--- src/rtl/hro_pkg.sv ---
// Package: word kinds and sequencer states shared by the readout blocks.
package hro_pkg;
    typedef enum logic [1:0] {
        KIND_NONE = 2'b00,
        KIND_HEAD = 2'b01,
        KIND_HIT  = 2'b10,
        KIND_TAIL = 2'b11
    } word_kind_e;

    typedef enum logic [1:0] {
        SEQ_IDLE = 2'b00,
        SEQ_READ = 2'b01,
        SEQ_TAIL = 2'b10
    } seq_state_e;
endpackage

--- src/rtl/hro_trig_queue.sv ---
// Trigger queue. It counts accepted triggers that are still waiting for a frame.
// Triggers get consecutive numbers, so a count stands for the whole queue of
// numbers. Assumes pop_i is raised only while pending_o is high.
module hro_trig_queue #(
    parameter int DEPTH = 4
) (
    input  logic clk,
    input  logic rst_n,
    input  logic trig_i,
    input  logic pop_i,
    output logic pending_o,
    output logic busy_o
);
    localparam int CNT_W = $clog2(DEPTH + 1);

    logic [CNT_W-1:0] cnt;
    logic             full;
    logic             push;

    assign full      = (cnt == CNT_W'(DEPTH));
    assign push      = trig_i && !full;
    assign pending_o = (cnt != '0);
    assign busy_o    = full;

    // Occupancy: add accepted triggers, remove the ones a frame starts on.
    always_ff @(posedge clk) begin
        if (!rst_n) begin
            cnt <= '0;
        end else begin
            case ({push, pop_i})
                2'b10:   cnt <= cnt + 1'b1;
                2'b01:   cnt <= cnt - 1'b1;
                default: cnt <= cnt;
            endcase
        end
    end

    assert_no_underflow_R6: assert property (@(posedge clk) disable iff (!rst_n)
        pop_i |-> (cnt != '0));
    assert_cnt_bound_R6: assert property (@(posedge clk) disable iff (!rst_n)
        cnt <= CNT_W'(DEPTH));
    assert_drop_keeps_full_R7: assert property (@(posedge clk) disable iff (!rst_n)
        (busy_o && trig_i && !pop_i) |=> busy_o);
endmodule

--- src/rtl/hro_chip_sel.sv ---
// Chip selector. It decodes the token pointer into one grant line per chip,
// produces the FIFO read strobe for the holder, and steers the holder's head
// entry to the sequencer. Assumes ptr_i < N_CHIP.
module hro_chip_sel #(
    parameter int N_CHIP = 4,
    parameter int CHIP_W = 2,
    parameter int ROW_W  = 7,
    parameter int COL_W  = 6,
    parameter int ADC_W  = 8
) (
    input  logic                      clk,
    input  logic                      rst_n,
    input  logic                      grant_en_i,
    input  logic [CHIP_W-1:0]         ptr_i,
    input  logic [N_CHIP-1:0]         hit_vld_i,
    input  logic [N_CHIP-1:0]         hit_eoe_i,
    input  logic [N_CHIP*ROW_W-1:0]   hit_row_i,
    input  logic [N_CHIP*COL_W-1:0]   hit_col_i,
    input  logic [N_CHIP*ADC_W-1:0]   hit_adc_i,
    output logic [N_CHIP-1:0]         tok_o,
    output logic [N_CHIP-1:0]         hit_pop_o,
    output logic                      sel_vld_o,
    output logic                      sel_eoe_o,
    output logic [ROW_W-1:0]          sel_row_o,
    output logic [COL_W-1:0]          sel_col_o,
    output logic [ADC_W-1:0]          sel_adc_o
);
    // One grant line and one read strobe per chip.
    for (genvar g = 0; g < N_CHIP; g++) begin : g_chip
        assign tok_o[g]     = grant_en_i && (ptr_i == CHIP_W'(g));
        assign hit_pop_o[g] = tok_o[g] && hit_vld_i[g];
    end

    assign sel_vld_o = |(tok_o & hit_vld_i);
    assign sel_eoe_o = |(tok_o & hit_eoe_i);

    // Steer the token holder's entry fields to the sequencer.
    always_comb begin
        sel_row_o = '0;
        sel_col_o = '0;
        sel_adc_o = '0;
        for (int c = 0; c < N_CHIP; c++) begin
            if (tok_o[c]) begin
                sel_row_o = hit_row_i[c*ROW_W +: ROW_W];
                sel_col_o = hit_col_i[c*COL_W +: COL_W];
                sel_adc_o = hit_adc_i[c*ADC_W +: ADC_W];
            end
        end
    end

    assert_pop_onehot_R3: assert property (@(posedge clk) disable iff (!rst_n)
        $onehot0(hit_pop_o));
    assert_token_holds_R3: assert property (@(posedge clk) disable iff (!rst_n)
        ((tok_o != '0) && !(|(hit_pop_o & hit_eoe_i))) |=> (tok_o == $past(tok_o)));
    assert_token_passes_R3: assert property (@(posedge clk) disable iff (!rst_n)
        ((|(hit_pop_o & hit_eoe_i)) && !tok_o[N_CHIP-1]) |=> (tok_o == ($past(tok_o) << 1)));
endmodule

--- src/rtl/hro_frame_seq.sv ---
// Frame sequencer. It opens a frame when a trigger is waiting, walks the token
// pointer across the chips, and registers the header, hit and trailer words.
// Assumes the selector gives the token holder's entry in the same cycle.
module hro_frame_seq
    import hro_pkg::*;
#(
    parameter int N_CHIP = 4,
    parameter int CHIP_W = 2,
    parameter int ROW_W  = 7,
    parameter int COL_W  = 6,
    parameter int ADC_W  = 8,
    parameter int TRIG_W = 8
) (
    input  logic                                  clk,
    input  logic                                  rst_n,
    input  logic                                  pending_i,
    input  logic                                  sel_vld_i,
    input  logic                                  sel_eoe_i,
    input  logic [ROW_W-1:0]                      sel_row_i,
    input  logic [COL_W-1:0]                      sel_col_i,
    input  logic [ADC_W-1:0]                      sel_adc_i,
    output logic                                  q_pop_o,
    output logic                                  grant_en_o,
    output logic [CHIP_W-1:0]                     ptr_o,
    output logic                                  out_vld_o,
    output logic [2+CHIP_W+ROW_W+COL_W+ADC_W-1:0] out_word_o
);
    localparam int WORD_W = 2 + CHIP_W + ROW_W + COL_W + ADC_W;
    localparam int PAY_W  = WORD_W - 2;
    localparam logic [CHIP_W-1:0] LAST = CHIP_W'(N_CHIP - 1);

    seq_state_e        state;
    logic [CHIP_W-1:0] ptr;
    logic [TRIG_W-1:0] trig_num;
    logic [WORD_W-1:0] head_word;
    logic [WORD_W-1:0] hit_word;
    logic [WORD_W-1:0] tail_word;

    assign q_pop_o    = (state == SEQ_IDLE) && pending_i;
    assign grant_en_o = (state == SEQ_READ);
    assign ptr_o      = ptr;
    assign head_word  = {KIND_HEAD, PAY_W'(trig_num)};
    assign tail_word  = {KIND_TAIL, PAY_W'(trig_num)};
    assign hit_word   = {KIND_HIT, ptr, sel_row_i, sel_col_i, sel_adc_i};

    // Frame control and output word register.
    always_ff @(posedge clk) begin
        if (!rst_n) begin
            state      <= SEQ_IDLE;
            ptr        <= '0;
            trig_num   <= '0;
            out_vld_o  <= 1'b0;
            out_word_o <= '0;
        end else begin
            out_vld_o <= 1'b0;
            case (state)
                SEQ_IDLE: begin
                    if (pending_i) begin
                        out_vld_o  <= 1'b1;
                        out_word_o <= head_word;
                        ptr        <= '0;
                        state      <= SEQ_READ;
                    end
                end
                SEQ_READ: begin
                    if (sel_vld_i) begin
                        if (sel_eoe_i) begin
                            if (ptr == LAST) begin
                                state <= SEQ_TAIL;
                            end else begin
                                ptr <= ptr + 1'b1;
                            end
                        end else begin
                            out_vld_o  <= 1'b1;
                            out_word_o <= hit_word;
                        end
                    end
                end
                SEQ_TAIL: begin
                    out_vld_o  <= 1'b1;
                    out_word_o <= tail_word;
                    trig_num   <= trig_num + 1'b1;
                    state      <= SEQ_IDLE;
                end
                default: state <= SEQ_IDLE;
            endcase
        end
    end

    assert_head_after_pop_R2: assert property (@(posedge clk) disable iff (!rst_n)
        q_pop_o |=> (out_vld_o && (out_word_o[WORD_W-1 -: 2] == KIND_HEAD)));
    assert_hit_latency_R8: assert property (@(posedge clk) disable iff (!rst_n)
        (grant_en_o && sel_vld_i && !sel_eoe_i) |=> (out_vld_o && (out_word_o[WORD_W-1 -: 2] == KIND_HIT)));
    assert_ptr_range_R3: assert property (@(posedge clk) disable iff (!rst_n)
        ptr <= LAST);
endmodule

--- src/rtl/hit_readout_ctrl.sv ---
// Top of the token-passing readout controller. It connects the trigger queue,
// the chip selector and the frame sequencer. Assumes each chip FIFO holds, for
// every trigger, its hit entries followed by one end marker.
module hit_readout_ctrl #(
    parameter int N_CHIP   = 4,
    parameter int ROW_W    = 7,
    parameter int COL_W    = 6,
    parameter int ADC_W    = 8,
    parameter int TRIG_W   = 8,
    parameter int TQ_DEPTH = 4,
    parameter int CHIP_W   = $clog2(N_CHIP)
) (
    input  logic                                  clk,
    input  logic                                  rst_n,
    input  logic                                  trig_i,
    output logic                                  busy_o,
    output logic [N_CHIP-1:0]                     tok_o,
    input  logic [N_CHIP-1:0]                     hit_vld_i,
    input  logic [N_CHIP-1:0]                     hit_eoe_i,
    input  logic [N_CHIP*ROW_W-1:0]               hit_row_i,
    input  logic [N_CHIP*COL_W-1:0]               hit_col_i,
    input  logic [N_CHIP*ADC_W-1:0]               hit_adc_i,
    output logic [N_CHIP-1:0]                     hit_pop_o,
    output logic                                  out_vld_o,
    output logic [2+CHIP_W+ROW_W+COL_W+ADC_W-1:0] out_word_o
);
    logic              pending;
    logic              q_pop;
    logic              grant_en;
    logic [CHIP_W-1:0] ptr;
    logic              sel_vld;
    logic              sel_eoe;
    logic [ROW_W-1:0]  sel_row;
    logic [COL_W-1:0]  sel_col;
    logic [ADC_W-1:0]  sel_adc;

    hro_trig_queue #(.DEPTH(TQ_DEPTH)) u_queue (
        .clk(clk), .rst_n(rst_n), .trig_i(trig_i), .pop_i(q_pop),
        .pending_o(pending), .busy_o(busy_o)
    );

    hro_chip_sel #(
        .N_CHIP(N_CHIP), .CHIP_W(CHIP_W), .ROW_W(ROW_W), .COL_W(COL_W), .ADC_W(ADC_W)
    ) u_sel (
        .clk(clk), .rst_n(rst_n), .grant_en_i(grant_en), .ptr_i(ptr),
        .hit_vld_i(hit_vld_i), .hit_eoe_i(hit_eoe_i), .hit_row_i(hit_row_i),
        .hit_col_i(hit_col_i), .hit_adc_i(hit_adc_i), .tok_o(tok_o),
        .hit_pop_o(hit_pop_o), .sel_vld_o(sel_vld), .sel_eoe_o(sel_eoe),
        .sel_row_o(sel_row), .sel_col_o(sel_col), .sel_adc_o(sel_adc)
    );

    hro_frame_seq #(
        .N_CHIP(N_CHIP), .CHIP_W(CHIP_W), .ROW_W(ROW_W), .COL_W(COL_W),
        .ADC_W(ADC_W), .TRIG_W(TRIG_W)
    ) u_seq (
        .clk(clk), .rst_n(rst_n), .pending_i(pending), .sel_vld_i(sel_vld),
        .sel_eoe_i(sel_eoe), .sel_row_i(sel_row), .sel_col_i(sel_col),
        .sel_adc_i(sel_adc), .q_pop_o(q_pop), .grant_en_o(grant_en),
        .ptr_o(ptr), .out_vld_o(out_vld_o), .out_word_o(out_word_o)
    );

    assert_idle_no_token_R1: assert property (@(posedge clk) disable iff (!rst_n)
        (!grant_en) |-> (tok_o == '0 && hit_pop_o == '0));
endmodule

--- config.mk ---
export PLATFORM = sky130hd
export DESIGN_NAME = hit_readout_ctrl
export DESIGN_NICKNAME = d
export VERILOG_FILES = /design/src/rtl/hro_pkg.sv /design/src/rtl/hro_trig_queue.sv /design/src/rtl/hro_chip_sel.sv /design/src/rtl/hro_frame_seq.sv /design/src/rtl/hit_readout_ctrl.sv
export SDC_FILE = /design/constraint.sdc
export NUM_CORES = 1
export LEC_CHECK = 0
export BUFFER_PORTS_ARGS = -buffer_cell sky130_fd_sc_hd__buf_4
export CAP_MARGIN = 10
export CORE_UTILIZATION = 45
export DETAILED_ROUTE_END_ITERATION = 6
export PLACE_DENSITY = 0.79
export SKIP_CTS_REPAIR_TIMING = 1
export SLEW_MARGIN = 5
export SYNTH_ARGS = -nofsm -noshare
export SYNTH_HDL_FRONTEND = slang
export SYNTH_HIERARCHICAL = 1
export SYNTH_SLANG_ARGS = --single-unit
--- constraint.sdc ---
create_clock -name clk -period 6.55 [get_ports clk]
set_input_delay 0 -clock clk [delete_from_list [all_inputs] [get_ports clk]]
set_output_delay 0 -clock clk [all_outputs]
set_load 0.02 [all_outputs]
# Word level (Yosys, flattened, before mapping)
# Cells that the tools add are included.
# word_totals
output_inout_bits,35
in_bits,95
elab_cells,79
register_bits,41
# op_classes
reduce_logical,22
bitwise,2
add_sub_neg,4
mux,31
n_eq_ne,14
# op_table
op,count
25-bit 2-to-1 mux,3
25-bit case mux with 3 select lines,1
8-bit 2-to-1 mux,4
7-bit 2-to-1 mux,4
6-bit 2-to-1 mux,4
2-bit 2-to-1 mux,8
1-bit logical AND,10
2-bit inequality test (second input constant),5
8-bit by 1-bit adder with 8-bit output (second input constant),1
4-bit bitwise AND,2
2-bit equality test (second input constant),4
2-bit case mux with 2 select lines,2
4-bit AND reduction,2
4-bit OR reduction,2
2-bit by 1-bit equality test with 1-bit output (second input constant),3
3-bit case mux with 2 select lines,1
3-bit nonzero test,2
5-bit AND reduction,1
2-bit logical NOT,2
2-bit nonzero test,2
3-bit by 1-bit adder with 3-bit output (second input constant),1
3-bit equality test (second input constant),1
1-bit 2-to-1 mux,3
1-bit case mux with 3 select lines,1
other kinds (4),4

# Longest topological paths before layout
# Gate-level depths: netlist (run 1).
# logic_depth
depth_word,9
mapped_depth,10
mapped_depth_nobuf,8

# Modules after synthesis
# Netlist (run 1), hierarchy kept.
# modules_own_cells
module,area_each_um2,cells_per_inst,seq_area_each_um2,instances
hro_frame_seq,1943.1,221,760.7,1
hro_chip_sel,807.0,92,0.0,1
hro_trig_queue,171.4,16,60.1,1

# Least setup slack after synthesis (run 1)
# Ideal clock, no wire load.
# synth_path
path_kind,reg2reg
start,reg u_seq.state[1]
end,reg u_seq.out_word_o[22]
synth_period_minus_slack_ps,2287
path_stages_with_launch,10
setup_slack_ps,4263
setup_ps,71
path_buffers,2
t_arrival_ps,2216
cell_sequence,dfxtp_1 -> inv_1 -> ha_1 -> nand2_1 -> buf_2 -> o22ai_1 -> nor2b_4 -> buf_6 -> or4_1 -> a21oi_1
# synth_via
elab_chain_len,6
word_cells_on_any_way,17
# synth_lines
item,line_no,rtl
start: declaration,hro_frame_seq.sv:32,seq_state_e state;
start signal: assignment,hro_frame_seq.sv:49,state <= SEQ_IDLE;
start signal: assignment,hro_frame_seq.sv:62,state <= SEQ_READ;
start signal: assignment,hro_frame_seq.sv:69,state <= SEQ_TAIL;
2-bit by 1-bit equality test with 1-bit output (*),hro_frame_seq.sv:40,assign grant_en_o = (state == SEQ_READ);
named net grant_en,hit_readout_ctrl.sv:29,logic grant_en;
1-bit logical AND,hro_chip_sel.sv:30,assign tok_o[g] = grant_en_i && (ptr_i == CHIP_W'(g));
4-bit bitwise AND (*),hro_chip_sel.sv:34,assign sel_vld_o = |(tok_o & hit_vld_i);
4-bit OR reduction (*),hro_chip_sel.sv:34,
named net sel_vld,hit_readout_ctrl.sv:31,logic sel_vld;
2-bit inequality test (no line) (*),-,
4-bit AND reduction (no line) (*),-,
end signal: assignment,hro_frame_seq.sv:60,out_word_o <= head_word;
end signal: assignment,hro_frame_seq.sv:75,out_word_o <= hit_word;
end signal: assignment,hro_frame_seq.sv:81,out_word_o <= tail_word;
end: declaration,hro_frame_seq.sv:26,output logic [2+CHIP_W+ROW_W+COL_W+ADC_W-1:0] out_word_o
# Mark *: on every way through the listed nets, which the timed path passes. The rest lies on a longest branch.
# A chain may end at the register's enable or synchronous reset.

# Final worst setup path (run 1)
# layout_path
start,reg u_seq.state[1]
end,reg u_seq.out_word_o[1]
# layout_via
word_cells_on_any_way,23
# layout_rtl
item,line_no,rtl
2-bit by 1-bit equality test with 1-bit output (*),hro_frame_seq.sv:40,
named net grant_en,hit_readout_ctrl.sv:29,
1-bit logical AND,hro_chip_sel.sv:30,
4-bit bitwise AND (*),hro_chip_sel.sv:35,assign sel_eoe_o = |(tok_o & hit_eoe_i);
4-bit OR reduction (*),hro_chip_sel.sv:35,
named net sel_eoe,hit_readout_ctrl.sv:32,logic sel_eoe;
2-bit inequality test (no line) (*),-,
4-bit AND reduction (no line) (*),-,
# Mark *: on every way through the listed nets, which the timed path passes. The rest lies on a longest branch. The select of a mux whose other input is x is not followed.

==> results of run 1 <==
worst max path at each step:
stage                                start                                 to  cells after the start
5_1_grt        u_seq/state[1]$_SDFFE_PN0P_   u_seq/out_word_o[4]$_SDFFE_PN0P_                      7
4_1_cts        u_seq/state[1]$_SDFFE_PN0P_   u_seq/out_word_o[1]$_SDFFE_PN0P_                      7
2_1_floorplan  u_seq/state[1]$_SDFFE_PN0P_  u_seq/out_word_o[22]$_SDFFE_PN0P_                      9
3_5_place_dp   u_seq/state[1]$_SDFFE_PN0P_   u_seq/out_word_o[1]$_SDFFE_PN0P_                      7
6_report       u_seq/state[1]$_SDFFE_PN0P_   u_seq/out_word_o[1]$_SDFFE_PN0P_                      7
3_3_place_gp   u_seq/state[1]$_SDFFE_PN0P_  u_seq/out_word_o[23]$_SDFFE_PN0P_                      7
power breakdown:
| group | total [mW] | internal, mW | switching (mW) |
|---|---|---|---|
| registers | 0.331 | 0.296 | 0.0349 |
| clock network | 0.182 | 0.0953 | 0.0867 |
| logic | 0.555 | 0.221 | 0.334 |
cell families after synthesis:
logic type / count (synthesis)
simple gates: 86
mux: 49
flops: 41
xor+xnor: 6
fa+ha+maj: 12
buf+inv: 36
compound gates: 99
state kept, by name, indices dropped and copies added (netlist names):
signal and cells:
u_seq/out_word_o 25, u_seq/trig_num 8, u_queue/cnt 3, u_seq/ptr_o 2, u_seq/state 2, u_seq/out_vld_o 1
worst max-delay path: stages (launching register included):
cell and delay, ns:
dfxtp_1 0.36, inv_1 0.17, ha_1 0.40, nand2b_1 0.58, o22ai_1 0.61, a21o_1 0.80, nor3_2 0.25, a211oi_1 0.28
synthesized netlist by cell type (2+ instances only):
master	n
a211oi_1	10
a21oi_1	21
a22oi_1	8
a31oi_1	10
and2_1	5
buf_1	2
buf_12	3
buf_2	8
buf_6	8
clkbuf_1	7
dfxtp_1	41
ha_1	11
inv_1	4
mux2i_1	49
nand2_1	23
nand2b_1	7
nand3_1	5
nand4_1	3
nor2_1	10
nor2b_1	2
nor3b_1	3
o21ai_0	4
o22ai_1	24
o31ai_1	18
or3_1	4
or4_1	18
xnor2_1	3
xor2_1	3
cell type report:
type	count	area, um2	area share [%]
clock inverter	1	5.005	0.1296
sequential	41	822.0	21.28
timing repair buffer	132	993.5	25.72
tap	75	93.84	2.430
clock buffer	7	96.34	2.494
multi-input combinational	252	1833	47.46
inverter	5	18.77	0.4859
through the flow:
step	utilization (%)	instances
2_1_floorplan	-	329
3_3_place_gp	61.54	504
3_5_place_dp	61.54	504
4_1_cts	63.20	512
5_1_grt	63.36	513
6_report	63.36	513
per-layer routing:
layer	vias up	GRT usage, %
met4	0	8.448
met1	1402	28.15
li1	1464	-
met2	116	43.39
met3	15	4.396
met5	-	0
==> results.toml, run 1 <==
[worst_setup_path]
required_ns = 6.73
crit_path_end_kind = "register"
crit_arrival_ns = 3.76
cp-start-kind = "register"
r2r_slack_ns = 2.97
r2r_start = "u_seq/state[1]$_SDFFE_PN0P_"
critPathMaxFanout = 32
reg2regPathDepth = 7
worstReg2RegEnd = "u_seq/out_word_o[1]$_SDFFE_PN0P_"
worstSetupPathType = "reg -> reg"

[timing]
fin_setup_tns_ns = 0
finalHoldViolations = 0
grt_setup_unrepaired = "no"
clock-skew-final_ns = 0.004980
min_period_over_period_pct = 54.68
layout_setup_ws_ns = 2.968
drv_slew = 0
max_freq_mhz = 279.2
fin_crit_ns = 3.582
slew_headroom_pct = 33.86
worst_pin_slew_ns = 0.9860
setup-violations-final = 0
holdWs_ns = 0.2709

[synthesis]
synth_top_area_share_pct = 28.09
synth_nets = 436
synth_flop_cell = "dfxtp_1"
yosysSeqAreaShare_pct = 28.09
yosys_warnings = 6
synthAdderAreaFrac_pct = 5.396
synth-seq-cells = 41
syn_inst = 329
synth-compound-area-share_pct = 21.93
synth_area_leaders = "dfxtp_1 (28%), mux2i_1 (17%), o22ai_1 (5.1%), ha_1 (4.7%), o31ai_1 (4.6%)"
yosys.area_share.simple_pct = 16.75
synth_area_um2 = 2922
synth.avg_cell_area_um2 = 8.880
synth-async-reset-ratio_pct = 0
synth_top_family_by_area = "compound AO/OA/AOI/OAI gates"
synth_largest_area_cell = "dfxtp_1"
synthXorXnorAreaFrac_pct = 1.799
muxShareOfSynthArea_pct = 16.79
synth_edf_count = 0
synth_cell_types = 43

[grt]
antenna_found_initial = 0
track_usage_pct = 23.99
grt_pass1_vias = 2757
grt_pass1_wl_mm = 12.51
grt_overflow = 0
grt_max_degree = 39

[clock_network]
cts_buffers = 5
clk_latency_ns = 0.29
cts.clk_slew.worst_paths_ns = 0.08
cts-root-buf = "clkbuf_8"
htreeDepth = 2
clkSinkCount = 41
cts_tree = "built"
clk_path_buf_depth = 2

[pwr]
peakVddDrop_uv = 258.7
power_density_nw_per_um2 = 276.6
finalPower_mw = 1.068
leakage_nw = 1.524

[min_path]
min_to = "u_seq/out_word_o[20]$_SDFFE_PN0P_"
min_from = "hit_row_i[6]"
min_delay_path_depth = 6
hp-class = "in -> reg"

[placed_design]
placed_cell_area_um2 = 3751
place.gp.congestion = 0.9171
io_buffers = 129
pre_cts_slack_ns = 3.039
place.detailed.hpwl_mm = 5.967

[cells_and_area]
mostFrequentLayoutCell = "buf_4"
fillers = 560
final_cell_mix = "buf_4 (131), mux2i_1 (49), dfxtp_1 (40)"
fin_nets = 544
syn_to_final_growth_pct = 32.21
final_cell_area_um2 = 3862
diodes = 0
drive_gt1_share_pct = 32.88

[die]
placementRows = 28
die_width_um = 82.58
die_h_um = 82.58
design.core.area_um2 = 6096
initial_core_util_pct = 47.93
boundaryPins = 130
dieArea_um2 = 6819

[drt]
vias = 2997
route.detailed.drc = 0
routedWlPerCell_um = 15.77
final_antenna_net_count = 0
drt_iter0_markers = 191
vias_per_cell = 5.842
top_layer_used = "met4"
drtPass1Iterations = 4
wl_met3_um = 513
wirelength_mm = 8.092
met2_length_mm = 4.152
wl_met1_mm = 3.291

[run]
maxCapViolations = 0

[run_status]
status = "complete, no violations"
Power figures use the tool's default switching activity.
==> run 2: changes to the inputs <==
--- a/config.mk
+++ b/config.mk
@@ -7,7 +7,7 @@
 export LEC_CHECK = 0
 export BUFFER_PORTS_ARGS = -buffer_cell sky130_fd_sc_hd__buf_4
 export CAP_MARGIN = 10
-export CORE_UTILIZATION = 45
+export CORE_UTILIZATION = 43
 export DETAILED_ROUTE_END_ITERATION = 6
 export PLACE_DENSITY = 0.79
 export SKIP_CTS_REPAIR_TIMING = 1
==> constraint.sdc (replaced) <==
create_clock -name clk -period 3.2 [get_ports clk]
set_input_delay 0 -clock clk [delete_from_list [all_inputs] [get_ports clk]]
set_output_delay 0 -clock clk [all_outputs]
set_load 0.02 [all_outputs]
==> results.toml, run 2 (same netlist as run 1, synthesis figures left out) <==
[grt]
grt_max_degree = 39
gr-usage-met2_pct = 43.00
top_usage_layer = "met2"
grt_pass1_wl_mm = 13.26
grt_overflow = 0
gr-usage-met3_pct = 4.523
grtUsageMet1_pct = 27.18
grt_pass1_vias = 2785
antenna_found_initial = 0
track_usage_pct = 22.99

[drt]
route.detailed.drc = 8
final_antenna_net_count = 0
drt_iter0_markers = 203
vias_per_cell = 5.819
routedWlPerCell_um = 16.33
wirelength_mm = 8.460
drtPass1Iterations = 7
vias = 3014

[pwr]
switching_share_pct = 42.77
finalPower_mw = 2.209
p_seq_share_pct = 31.0
peakVddDrop_uv = 471.6
p_clk_share_pct = 16.7
leakage_nw = 1.539
p_sw_mw = 0.9446
power_density_nw_per_um2 = 568.6
power.internal_mw = 1.264
combPwrFrac_pct = 52.3

[timing]
worst_pin_slew_ns = 0.9522
max_freq_mhz = 355.6
setup-violations-final = 0
slew_headroom_pct = 36.13
clock-skew-final_ns = 0.008103
min_period_over_period_pct = 87.87
fin_setup_tns_ns = 0
layout_setup_ws_ns = 0.3882
finalHoldViolations = 0
grt_setup_unrepaired = "no"
holdWs_ns = 0.01897
fin_crit_ns = 2.812
drv_slew = 0

[die]
die_width_um = 84.43
initial_core_util_pct = 45.23
design.core.area_um2 = 6459
boundaryPins = 130
dieArea_um2 = 7128
placementRows = 29
die_h_um = 84.43

[cells_and_area]
fin_util_pct = 60.15
drive_gt1_share_pct = 33.56
mostFrequentLayoutCell = "buf_4"
regMostFlops = "u_seq/out_word_o"
fin_cells = 518
largest_reg_flops = 25
syn_to_final_growth_pct = 32.98
fin_nets = 547
reg_top3 = "u_seq/out_word_o x25, u_seq/trig_num x8, u_queue/cnt x3"
final_cell_mix = "buf_4 (135), mux2i_1 (49), dfxtp_1 (40)"
diodes = 0
final_cell_area_um2 = 3885

[clock_network]
cts.clk_slew.worst_paths_ns = 0.07
cts-root-buf = "clkbuf_8"
htreeDepth = 2
cts_buffers = 5
clkSinkCount = 41
cts_tree = "built"
clk_path_buf_depth = 2
clk_latency_ns = 0.29

[placed_design]
io_buffers = 129
place.gp.congestion = 0.8310
placed_cell_area_um2 = 3784
pre_cts_slack_ns = 0.4707
place.detailed.hpwl_mm = 6.210
dp.cells = 510

[worst_setup_path]
max_stage_delay_ns = 0.57
required_ns = 3.33
cp-start-kind = "register"
crit_arrival_ns = 2.94
r2r_start = "u_seq/state[1]$_SDFFE_PN0P_"
worstSetupPathType = "reg -> reg"
crit_slowest_cell = "nor3_2"
crit_path_end_kind = "register"
critPathMaxFanout = 32
startpoint = "u_seq/state[1]$_SDFFE_PN0P_"
crit_chain = "inv_1 -> ha_1 -> nand2b_1 -> o22ai_1 -> nor2b_4 -> nor3_2 -> a211oi_1"

[min_path]
min_from = "rst_n"
hp-class = "in -> reg"

[run]
maxCapViolations = 0

[run_status]
failed_checks = "DRC"
status = "finished, violations left"
## run 2: cell count changes in the layout (fill, tap and decap cells not counted)
cell           before  now
buf_4             131  135
dlygate4sd3_1       1    0
## run 2: area by class of cell
class                   instances  area [um2]
multi-input cells             252        1833
flip-flops and latches         41       822.0
inverters                       5       18.77
clock inverters                 1       5.005
fillers                       584        2574
clock buffers                   7       96.34
well taps                      77       96.34
repair buffers                135        1013
## run 2: worst max-delay path: cells and delay by family (launching register included)
kind	cells	cell delay [ns]
flip-flops	1	0.36
AND/OR/NAND/NOR	3	1.02
AO/OA/AOI/OAI	2	0.69
adder cells (fa/ha/maj)	1	0.42
buffers and inverters	1	0.16
## run 2: per-layer routing
layer  routed length [um]  share of wire, %
met1                 3510                41
met2                 4361                52
met3                  487               5.8
met4                  100               1.2
met5                    0                 0
## run 2: path summary, 6_finish.rpt
kind,end,slack [ns],cells past startpoint
hold / removal,u_queue/cnt[1]$_SDFFE_PN0P_,0.02,2
setup reg to reg,u_seq/out_word_o[23]$_SDFFE_PN0P_,0.39,7
setup / recovery,u_seq/out_word_o[23]$_SDFFE_PN0P_,0.39,7
hold reg to reg,u_seq/out_word_o[16]$_SDFFE_PN0P_,0.48,2
## run 2: power groups by stage
stage	registers, mW	clock network, mW	logic [mW]
3_5_place_dp	0.691	0	1.14
4_1_cts	0.684	0.377	1.14
3_3_place_gp	0.689	0	1.10
5_1_grt	0.697	0.406	1.25
2_1_floorplan	0.760	0	0.742
6_report	0.685	0.370	1.15
